===== src/rtl/fsmon_pkg.sv =====
package fsmon_pkg;

  // Alignment states of the monitor
  typedef enum logic [1:0] {
    ST_SEEK  = 2'd0,  // wait for the idle frame-clock level
    ST_ARM   = 2'd1,  // wait for the frame-marking transition
    ST_COUNT = 2'd2,  // count the fixed offset to the first boundary
    ST_TRACK = 2'd3   // follow slot position and check each slot word
  } fsmon_state_t;

endpackage


===== src/rtl/fsmon_rst_sync.sv =====
module fsmon_rst_sync #(
  parameter int STAGES = 2
) (
  input  logic clk,
  input  logic rst_n,
  output logic rst_sync_n
);

  logic [STAGES-1:0] sync_q;

  generate
    if (STAGES == 1) begin : g_single
      always_ff @(posedge clk or negedge rst_n) begin
        if (!rst_n) sync_q <= '0;
        else        sync_q <= 1'b1;
      end
    end else begin : g_chain
      always_ff @(posedge clk or negedge rst_n) begin
        if (!rst_n) sync_q <= '0;
        else        sync_q <= {sync_q[STAGES-2:0], 1'b1};
      end
    end
  endgenerate

  assign rst_sync_n = sync_q[STAGES-1];

endmodule


===== src/rtl/fsmon_geom.sv =====
module fsmon_geom #(
  parameter int NARROW_W = 16,
  parameter int WIDE_W   = 32,
  parameter int PAIR_CH  = 2,
  parameter int TDM_CH   = 8,
  parameter int BIT_CW   = 5,
  parameter int SLOT_CW  = 3,
  parameter int CNT_W    = 9
) (
  input  logic               fmt_tdm,
  input  logic               wide_sel,
  output logic [BIT_CW-1:0]  slot_last_bit,
  output logic [SLOT_CW-1:0] last_slot,
  output logic [CNT_W-1:0]   align_offset,
  output logic               edge_level
);

  // Offset from the edge sample to the first boundary: C*W - W + 1
  localparam int OFF_PN = PAIR_CH * NARROW_W - NARROW_W + 1;
  localparam int OFF_PW = PAIR_CH * WIDE_W   - WIDE_W   + 1;
  localparam int OFF_TN = TDM_CH  * NARROW_W - NARROW_W + 1;
  localparam int OFF_TW = TDM_CH  * WIDE_W   - WIDE_W   + 1;

  always_comb begin
    slot_last_bit = wide_sel ? BIT_CW'(WIDE_W - 1) : BIT_CW'(NARROW_W - 1);
    last_slot     = fmt_tdm ? SLOT_CW'(TDM_CH - 1) : SLOT_CW'(PAIR_CH - 1);
    unique case ({fmt_tdm, wide_sel})
      2'b00:   align_offset = CNT_W'(OFF_PN);
      2'b01:   align_offset = CNT_W'(OFF_PW);
      2'b10:   align_offset = CNT_W'(OFF_TN);
      default: align_offset = CNT_W'(OFF_TW);
    endcase
    // I2S marks a frame by the frame clock going low, TDM by its high pulse
    edge_level = fmt_tdm;
  end

endmodule


===== src/rtl/fsmon_pattern.sv =====
module fsmon_pattern #(
  parameter int NARROW_W = 16,
  parameter int WIDE_W   = 32,
  parameter int SLOT_CW  = 3
) (
  input  logic               fmt_tdm,
  input  logic               wide_sel,
  input  logic [SLOT_CW-1:0] slot_idx,
  input  logic [SLOT_CW-1:0] last_slot,
  input  logic [WIDE_W-1:0]  word_full,
  output logic               mismatch
);

  logic [WIDE_W-1:0] valid_mask;
  logic [WIDE_W-1:0] expect_w;

  // Positions beyond the narrow width hold older samples at 16 bits
  generate
    for (genvar i = 0; i < WIDE_W; i++) begin : g_mask
      if (i < NARROW_W) begin : g_low
        assign valid_mask[i] = 1'b1;
      end else begin : g_high
        assign valid_mask[i] = wide_sel;
      end
    end
  endgenerate

  always_comb begin
    expect_w = '0;
    if (fmt_tdm) begin
      expect_w[0] = (slot_idx == last_slot);
    end else if (slot_idx == '0) begin
      expect_w[0] = 1'b1;
    end else begin
      expect_w    = valid_mask;
      expect_w[0] = 1'b0;
    end
  end

  assign mismatch = |((word_full ^ expect_w) & valid_mask);

endmodule


===== src/rtl/fsmon_align.sv =====
module fsmon_align
  import fsmon_pkg::*;
#(
  parameter int WIDE_W  = 32,
  parameter int BIT_CW  = 5,
  parameter int SLOT_CW = 3,
  parameter int CNT_W   = 9
) (
  input  logic               clk,
  input  logic               rst_n,
  input  logic               lrclk,
  input  logic               fmt_tdm,
  input  logic               wide_sel,
  input  logic [BIT_CW-1:0]  slot_last_bit,
  input  logic [SLOT_CW-1:0] last_slot,
  input  logic [CNT_W-1:0]   align_offset,
  input  logic               edge_level,
  input  logic               mismatch,
  output logic [WIDE_W-1:0]  word_full,
  output logic [SLOT_CW-1:0] slot_idx,
  output logic               locked,
  output logic               frame_start,
  output logic               sync_err
);

  fsmon_state_t       st_q, st_d;
  logic [CNT_W-1:0]   cnt_q, cnt_d;
  logic [SLOT_CW-1:0] slot_q, slot_d;
  logic [BIT_CW-1:0]  bit_q, bit_d;
  logic               err_q, err_d;
  logic [1:0]         cfg_q;
  logic               cfg_chg;
  logic [WIDE_W-2:0]  word_q;
  logic               word_en;

  assign cfg_chg   = ({fmt_tdm, wide_sel} != cfg_q);
  assign word_full = {word_q, lrclk};
  assign word_en   = (st_q == ST_TRACK);

  // Next-state logic
  always_comb begin
    st_d   = st_q;
    cnt_d  = cnt_q;
    slot_d = slot_q;
    bit_d  = bit_q;
    err_d  = err_q;
    if (cfg_chg) begin
      st_d   = ST_SEEK;
      slot_d = '0;
      bit_d  = '0;
    end else begin
      unique case (st_q)
        ST_SEEK: begin
          if (lrclk != edge_level) st_d = ST_ARM;
        end
        ST_ARM: begin
          if (lrclk == edge_level) begin
            st_d  = ST_COUNT;
            cnt_d = align_offset - CNT_W'(1);
          end
        end
        ST_COUNT: begin
          if (cnt_q == CNT_W'(1)) begin
            st_d   = ST_TRACK;
            slot_d = last_slot;
            bit_d  = '0;
            err_d  = 1'b0;
          end else begin
            cnt_d = cnt_q - CNT_W'(1);
          end
        end
        default: begin
          if (bit_q == slot_last_bit) begin
            bit_d = '0;
            if (mismatch) begin
              st_d   = ST_SEEK;
              err_d  = 1'b1;
              slot_d = '0;
            end else if (slot_q == last_slot) begin
              slot_d = '0;
            end else begin
              slot_d = slot_q + SLOT_CW'(1);
            end
          end else begin
            bit_d = bit_q + BIT_CW'(1);
          end
        end
      endcase
    end
  end

  // State registers
  always_ff @(posedge clk or negedge rst_n) begin
    if (!rst_n) begin
      st_q   <= ST_SEEK;
      cnt_q  <= '0;
      slot_q <= '0;
      bit_q  <= '0;
      err_q  <= 1'b0;
      cfg_q  <= '0;
    end else begin
      st_q   <= st_d;
      cnt_q  <= cnt_d;
      slot_q <= slot_d;
      bit_q  <= bit_d;
      err_q  <= err_d;
      cfg_q  <= {fmt_tdm, wide_sel};
    end
  end

  // Frame-clock word shifter, enabled only while tracking
  always_ff @(posedge clk or negedge rst_n) begin
    if (!rst_n)       word_q <= '0;
    else if (word_en) word_q <= word_full[WIDE_W-2:0];
  end

  assign locked      = (st_q == ST_TRACK);
  assign slot_idx    = slot_q;
  assign frame_start = locked && (slot_q == '0) && (bit_q == '0);
  assign sync_err    = err_q;

  // alignment always lands on bit 0 of the last slot
  a_r3_lock_at_last_slot: assert property (@(posedge clk) disable iff (!rst_n)
    $rose(locked) |-> (slot_q == last_slot) && (bit_q == '0));

  // slot index never passes the last slot while tracking
  a_r4_slot_in_range: assert property (@(posedge clk) disable iff (!rst_n)
    locked |-> (slot_q <= last_slot));

  // bit position steps by one inside a slot
  a_r4_bit_steps: assert property (@(posedge clk) disable iff (!rst_n)
    (locked && $past(locked) && (bit_q != '0)) |-> (bit_q == BIT_CW'($past(bit_q) + BIT_CW'(1))));

  // frame-start strobe lasts one bit
  a_r5_strobe_single: assert property (@(posedge clk) disable iff (!rst_n)
    frame_start |=> !frame_start);

  // an error appears only as tracking ends
  a_r9_err_ends_lock: assert property (@(posedge clk) disable iff (!rst_n)
    $rose(sync_err) |-> (!locked && $past(locked)));

  // the error flag clears only together with a new lock
  a_r10_err_clear_on_lock: assert property (@(posedge clk) disable iff (!rst_n)
    $fell(sync_err) |-> locked);

  // a select change abandons tracking on the next bit
  a_r11_cfg_change_unlocks: assert property (@(posedge clk) disable iff (!rst_n)
    cfg_chg |=> !locked);

endmodule


===== src/rtl/frame_sync_monitor.sv =====
module frame_sync_monitor #(
  parameter int NARROW_W    = 16,
  parameter int WIDE_W      = 32,
  parameter int TDM_CH      = 8,
  parameter int SYNC_STAGES = 2
) (
  input  logic                      bclk,
  input  logic                      rst_n,
  input  logic                      lrclk,
  input  logic                      fmt_tdm,
  input  logic                      wide_sel,
  output logic                      locked,
  output logic [$clog2(TDM_CH)-1:0] slot_idx,
  output logic                      frame_start,
  output logic                      sync_err
);

  localparam int PAIR_CH = 2;
  localparam int BIT_CW  = $clog2(WIDE_W);
  localparam int SLOT_CW = $clog2(TDM_CH);
  localparam int CNT_W   = $clog2(TDM_CH * WIDE_W) + 1;

  logic               rst_sync_n;
  logic [BIT_CW-1:0]  slot_last_bit;
  logic [SLOT_CW-1:0] last_slot;
  logic [CNT_W-1:0]   align_offset;
  logic               edge_level;
  logic               mismatch;
  logic [WIDE_W-1:0]  word_full;

  fsmon_rst_sync #(
    .STAGES (SYNC_STAGES)
  ) u_rst_sync (
    .clk        (bclk),
    .rst_n      (rst_n),
    .rst_sync_n (rst_sync_n)
  );

  fsmon_geom #(
    .NARROW_W (NARROW_W),
    .WIDE_W   (WIDE_W),
    .PAIR_CH  (PAIR_CH),
    .TDM_CH   (TDM_CH),
    .BIT_CW   (BIT_CW),
    .SLOT_CW  (SLOT_CW),
    .CNT_W    (CNT_W)
  ) u_geom (
    .fmt_tdm       (fmt_tdm),
    .wide_sel      (wide_sel),
    .slot_last_bit (slot_last_bit),
    .last_slot     (last_slot),
    .align_offset  (align_offset),
    .edge_level    (edge_level)
  );

  fsmon_align #(
    .WIDE_W  (WIDE_W),
    .BIT_CW  (BIT_CW),
    .SLOT_CW (SLOT_CW),
    .CNT_W   (CNT_W)
  ) u_align (
    .clk           (bclk),
    .rst_n         (rst_sync_n),
    .lrclk         (lrclk),
    .fmt_tdm       (fmt_tdm),
    .wide_sel      (wide_sel),
    .slot_last_bit (slot_last_bit),
    .last_slot     (last_slot),
    .align_offset  (align_offset),
    .edge_level    (edge_level),
    .mismatch      (mismatch),
    .word_full     (word_full),
    .slot_idx      (slot_idx),
    .locked        (locked),
    .frame_start   (frame_start),
    .sync_err      (sync_err)
  );

  fsmon_pattern #(
    .NARROW_W (NARROW_W),
    .WIDE_W   (WIDE_W),
    .SLOT_CW  (SLOT_CW)
  ) u_pattern (
    .fmt_tdm   (fmt_tdm),
    .wide_sel  (wide_sel),
    .slot_idx  (slot_idx),
    .last_slot (last_slot),
    .word_full (word_full),
    .mismatch  (mismatch)
  );

endmodule


===== config.mk =====
export PLATFORM = sky130hd
export DESIGN_NAME = frame_sync_monitor
export DESIGN_NICKNAME = d
export VERILOG_FILES = /design/src/rtl/fsmon_pkg.sv /design/src/rtl/fsmon_rst_sync.sv /design/src/rtl/fsmon_geom.sv /design/src/rtl/fsmon_pattern.sv /design/src/rtl/fsmon_align.sv /design/src/rtl/frame_sync_monitor.sv
export SDC_FILE = /design/constraint.sdc
export NUM_CORES = 1
export LEC_CHECK = 0
export ABC_AREA = 1
export ABC_CLOCK_PERIOD_IN_PS = 3100
export CORE_MARGIN = 2
export CORE_UTILIZATION = 30
export CTS_BUF_LIST = sky130_fd_sc_hd__clkbuf_4 sky130_fd_sc_hd__clkbuf_8
export DETAILED_ROUTE_END_ITERATION = 12
export DONT_BUFFER_PORTS = 1
export SLEW_MARGIN = 20
export SYNTH_ARGS = -nofsm -noshare
export SYNTH_HDL_FRONTEND = slang
export SYNTH_HIERARCHICAL = 1
export SYNTH_SLANG_ARGS = --single-unit

===== constraint.sdc =====
create_clock -name bclk -period 3.1 [get_ports bclk]
set_input_delay 0.155 -clock bclk [delete_from_list [all_inputs] [get_ports bclk]]
set_output_delay 0.155 -clock bclk [all_outputs]
set_load 0.02 [all_outputs]

==> run_summary.xml <==
<?xml version="1.0" encoding="UTF-8"?>
<metrics>
  <group name="clock_network">
    <metric name="htree_levels" unit="">2</metric>
    <metric name="cts_setup_buffers" unit="">0</metric>
    <metric name="cts.clk_slew.worst_paths" unit="ns">0.12</metric>
    <metric name="cts-hold-fix-buffers" unit="">4</metric>
    <metric name="clock_path_buffers" unit="">2</metric>
    <metric name="insertion_delay" unit="ns">0.32</metric>
    <metric name="cts_inserted_buffers" unit="">5</metric>
    <metric name="cts_resized" unit="">0</metric>
    <metric name="cts.sink_count" unit="">55</metric>
    <metric name="tritoncts" unit="">done</metric>
    <metric name="cts_root_buffer" unit="">clkbuf_8</metric>
  </group>
  <group name="worst_setup_path">
    <metric name="max_stage_delay_on_crit_path" unit="ns">0.62</metric>
    <metric name="critPathRequiredTime" unit="ns">3.32</metric>
    <metric name="critical_path.cell_chain" unit="">nor2_1 -&gt; nand2_1 -&gt; nand2_1 -&gt; nor3_1 -&gt; nor2_1 -&gt; nor2_1 -&gt; nand2_1 -&gt; nor2_1 -&gt; nor2_1 -&gt; nand3_2 -&gt; nand2_1 -&gt; o21ai_1 -&gt; inv_1</metric>
    <metric name="path_class" unit="">flop to flop</metric>
    <metric name="number_of_buffers_and_inverters_on_the_critical_path" unit="">1</metric>
    <metric name="path_common_cell" unit="">nor2_1</metric>
    <metric name="critical_path.endpoint_type" unit="">flop</metric>
    <metric name="cpLargestDelayFamily" unit="">simple AND/OR/NAND/NOR gates</metric>
    <metric name="crit_path_start_kind" unit="">flop</metric>
    <metric name="timing.critical_path.arrival" unit="ns">2.23</metric>
    <metric name="critPathMaxFanout" unit="">8</metric>
    <metric name="worst_path_max_delay_cell" unit="">dfrtp_1</metric>
  </group>
  <group name="power">
    <metric name="cell_internal_pwr" unit="uW">1360</metric>
    <metric name="share_comb_of_total_power" unit="">0.291</metric>
    <metric name="powerDensity" unit="nW/um^2">608</metric>
    <metric name="switching_power" unit="uW">887</metric>
    <metric name="ir_drop" unit="mV">0.298</metric>
    <metric name="leakage" unit="uW">0.00186</metric>
    <metric name="swShare" unit="">0.394</metric>
    <metric name="power_frac_seq" unit="">0.512</metric>
    <metric name="share_clk_of_total_power" unit="">0.198</metric>
  </group>
  <group name="routing">
    <metric name="drt_wl_total" unit="um">6930</metric>
    <metric name="drt_iter0_drc" unit="">132</metric>
    <metric name="top_signal_layer_used" unit="">met4</metric>
    <metric name="postRouteAntennaNets" unit="">0</metric>
    <metric name="wl_met1" unit="um">3450</metric>
    <metric name="drt-vias-per-instance" unit="">4.40</metric>
    <metric name="drtPass1Iterations" unit="">4</metric>
    <metric name="wl_met2" unit="um">3200</metric>
    <metric name="met3WireLength" unit="um">243</metric>
    <metric name="route.detailed.drc" unit="">0</metric>
    <metric name="post_drt_wl_per_cell" unit="um">11.0</metric>
    <metric name="vias" unit="">2757</metric>
  </group>
  <group name="sta">
    <metric name="post_layout_min_period" unit="ns">2.01</metric>
    <metric name="final.setup.tns" unit="ns">0</metric>
    <metric name="timing.final.setup_violations" unit="">0</metric>
    <metric name="final_hold_viol_count" unit="">0</metric>
    <metric name="finalMaxSlewViolations" unit="">0</metric>
    <metric name="hold_ws" unit="ns">0.0487</metric>
    <metric name="finClkSkew" unit="ns">0.0130</metric>
    <metric name="max_freq" unit="GHz">0.497</metric>
    <metric name="worst-slew-pin-transition" unit="ns">0.780</metric>
    <metric name="rsz0062_at_grt" unit="">false</metric>
    <metric name="layout_worst_path_cycle_share" unit="">0.649</metric>
    <metric name="relSlewSlack" unit="">0.480</metric>
  </group>
  <group name="die">
    <metric name="die_height" unit="um">112</metric>
    <metric name="fp.coreArea" unit="sq um">11400</metric>
    <metric name="core.rowCount" unit="">39</metric>
    <metric name="boundary_pins" unit="">11</metric>
    <metric name="total_die_area" unit="sq um">12500</metric>
    <metric name="floorplan.die.width" unit="um">112</metric>
    <metric name="initial_core_util" unit="">0.307</metric>
  </group>
  <group name="place">
    <metric name="port_buffers" unit="">0</metric>
    <metric name="gp_routability_congestion" unit="">0.839</metric>
    <metric name="place.detailed.hpwl" unit="um">4960</metric>
  </group>
  <group name="global_routing">
    <metric name="grt_first_pass_wirelength" unit="um">12300</metric>
    <metric name="grt_pass1_vias" unit="">2644</metric>
    <metric name="grt.total_usage" unit="">0.117</metric>
    <metric name="grt_remaining_overflow" unit="">0</metric>
    <metric name="number_of_antenna_violations_at_the_first_check_in_global_routing" unit="">0</metric>
    <metric name="grt_max_degree" unit="">63</metric>
  </group>
  <group name="cells_and_area">
    <metric name="diodes" unit="">0</metric>
    <metric name="nFillCells" unit="">1196</metric>
    <metric name="syn2layout_area_growth" unit="%">6.13</metric>
    <metric name="nNetsFinal" unit="">499</metric>
    <metric name="fraction_of_layout_instances_using_a_drive_strength_above_1" unit="">0.0909</metric>
  </group>
  <group name="flow_run">
    <metric name="cap_viol_max_count" unit="">0</metric>
  </group>
  <group name="logic_synthesis">
    <metric name="avgSynthCellArea" unit="sq um">7.17</metric>
    <metric name="synth.yosys.seq_area_share" unit="">0.394</metric>
    <metric name="yosysWarnings" unit="">6</metric>
    <metric name="synth_cell_types" unit="">29</metric>
    <metric name="syn-cell-area" unit="sq um">3490</metric>
    <metric name="yosys_register_bits" unit="">55</metric>
    <metric name="syn-instance-count" unit="">487</metric>
  </group>
  <group name="status">
    <metric name="run_status" unit="">finished, final reports clean</metric>
  </group>
  <group name="min_path">
    <metric name="min_path_type" unit="">input pin to asynchronous set/reset pin</metric>
  </group>
</metrics>
## cells by family (layout without fill, tap and decap cells)
| logic type | count (synthesis) | after routing | share of synthesized area |
|---|---|---|---|
| mux | 1 | 1 | 0.00323 |
| compound gates | 62 | 62 | 0.0986 |
| buf+inv | 96 | 85 | 0.123 |
| simple gates | 242 | 242 | 0.296 |
| fa+ha+maj | 11 | 11 | 0.0394 |
| other cells | 3 | 11 | 0.00323 |
| flops | 55 | 55 | 0.394 |
| xor+xnor | 17 | 17 | 0.0427 |
## layout make-up
type                    instances  area (sq um)  area share
multi-input cells             344          1720       0.464
flip-flops and latches         55          1380       0.372
inverters                      69           259      0.0699
well taps                     143           179      0.0483
repair buffers                  8          70.1      0.0189
clock buffers                   5          68.8      0.0186
clock inverters                 3          31.3     0.00844
## cells in the mapped netlist
cell,n,area (sq um)
nand3_2,3,30.0
conb_1,3,11.3
a21oi_4,1,16.3
nand3b_1,1,7.51
mux2_2,1,11.3
buf_2,3,15.0
buf_6,1,11.3
buf_4,15,113
inv_2,9,33.8
clkbuf_1,8,30.0
o21ai_1,5,25.0
xnor2_1,9,78.8
a21oi_1,22,110
nand2_4,2,22.5
inv_1,60,225
o21ai_0,28,140
nand4_1,9,56.3
xor2_1,8,70.1
o21ai_2,6,52.6
ha_1,11,138
nand2_2,2,12.5
or2_0,1,6.26
nor4_1,1,6.26
nand3_1,29,145
nor2_2,6,37.5
nor2_1,64,240
nor3_1,3,15.0
nand2_1,121,454
dfrtp_1,55,1380
## metal layers
metal / track usage / vias up
met4: 0.0222 / 0
met1: 0.159 / 1248
met5: 0 / -
met2: 0.197 / 27
li1: - / 1477
met3: 0.0212 / 5
## sequential cells by signal, indices dropped and copies added, names as in the netlist
| signal | cells |
|---|---|
| u_align/bit_q | 5 |
| u_align/st_q | 2 |
| u_align/slot_idx | 3 |
| u_rst_sync/sync_q | 2 |
| u_align/word_q | 31 |
| u_align/sync_err | 1 |
| u_align/cfg_q | 2 |
| u_align/cnt_q | 9 |
## worst reg2reg max path, stage by stage (launching register included)
cell     delay, ns
dfrtp_1       0.62
nor2_1        0.10
nand2_1       0.11
nand2_1       0.09
nor3_1        0.19
nor2_1        0.07
nor2_1        0.09
nand2_1       0.08
nor2_1        0.21
nor2_1        0.10
nand3_2       0.09
nand2_1       0.05
o21ai_1       0.06
inv_1         0.05
## power by group through the flow
stage          clock network (uW)  logic, uW  registers (uW)
6_report                      445        655            1150
4_1_cts                       465        656            1150
5_1_grt                       493        773            1190
3_5_place_dp                    0        647            1170
3_3_place_gp                    0        627            1160
2_1_floorplan                   0        561            1120
## through the flow
| step | power [uW] | cells | setup slack (ns) | util | cell area (sq um) |
|---|---|---|---|---|---|
| 6_report | 2250 | 627 | 1.09 | 0.326 | 3700 |
| 3_3_place_gp | 1780 | 615 | 1.16 | 0.314 | 3560 |
| 4_1_cts | 2270 | 627 | 1.09 | 0.326 | 3700 |
| 5_1_grt | 2460 | 627 | 0.864 | 0.326 | 3700 |
| 2_1_floorplan | 1680 | 495 | 1.30 | - | 3520 |
| 3_5_place_dp | 1810 | 615 | 1.11 | 0.314 | 3560 |
## placed cells by master (no fill, tap or decap), types with 3 or more instances in the layout
cell and instances:
o21ai_0 28, ha_1 10, inv_1 60, buf_4 4
conb_1 11, nor2_2 6, inv_2 9, clkbuf_8 5
dfrtp_1 54, nand2_1 121, dlygate4sd3_1 4, o21ai_1 5
nand3_1 29, o21ai_2 6, nor2_1 64, nand3_2 3
xor2_1 8, a21oi_1 22, xnor2_1 9, nand4_1 9
nor3_1 3
## final timing paths
path / endpoint / slack, ns / start / cells after the start
hold reg to reg: u_align/word_q[6]$_DFFE_PN0P_ / 0.36 / u_rst_sync/sync_q[1]$_DFF_PN0_ / 0
setup reg to reg: u_align/sync_err$_DFFE_PN0P_ / 1.09 / u_align/slot_idx[2]$_DFFE_PN0P_ / 13
hold / removal: u_rst_sync/sync_q[0]$_DFF_PN0_ / 0.05 / rst_n / 1
min in group bclk: u_align/slot_idx[2]$_DFFE_PN0P_ / 0.08 / fmt_tdm / 4
setup / recovery: u_align/sync_err$_DFFE_PN0P_ / 1.09 / u_align/slot_idx[2]$_DFFE_PN0P_ / 13
max in group asynchronous: u_align/cnt_q[6]$_DFFE_PN0P_ / 1.98 / u_rst_sync/sync_q[1]$_DFF_PN0_ / 1
No activity file was read; power rests on OpenSTA's default activity.
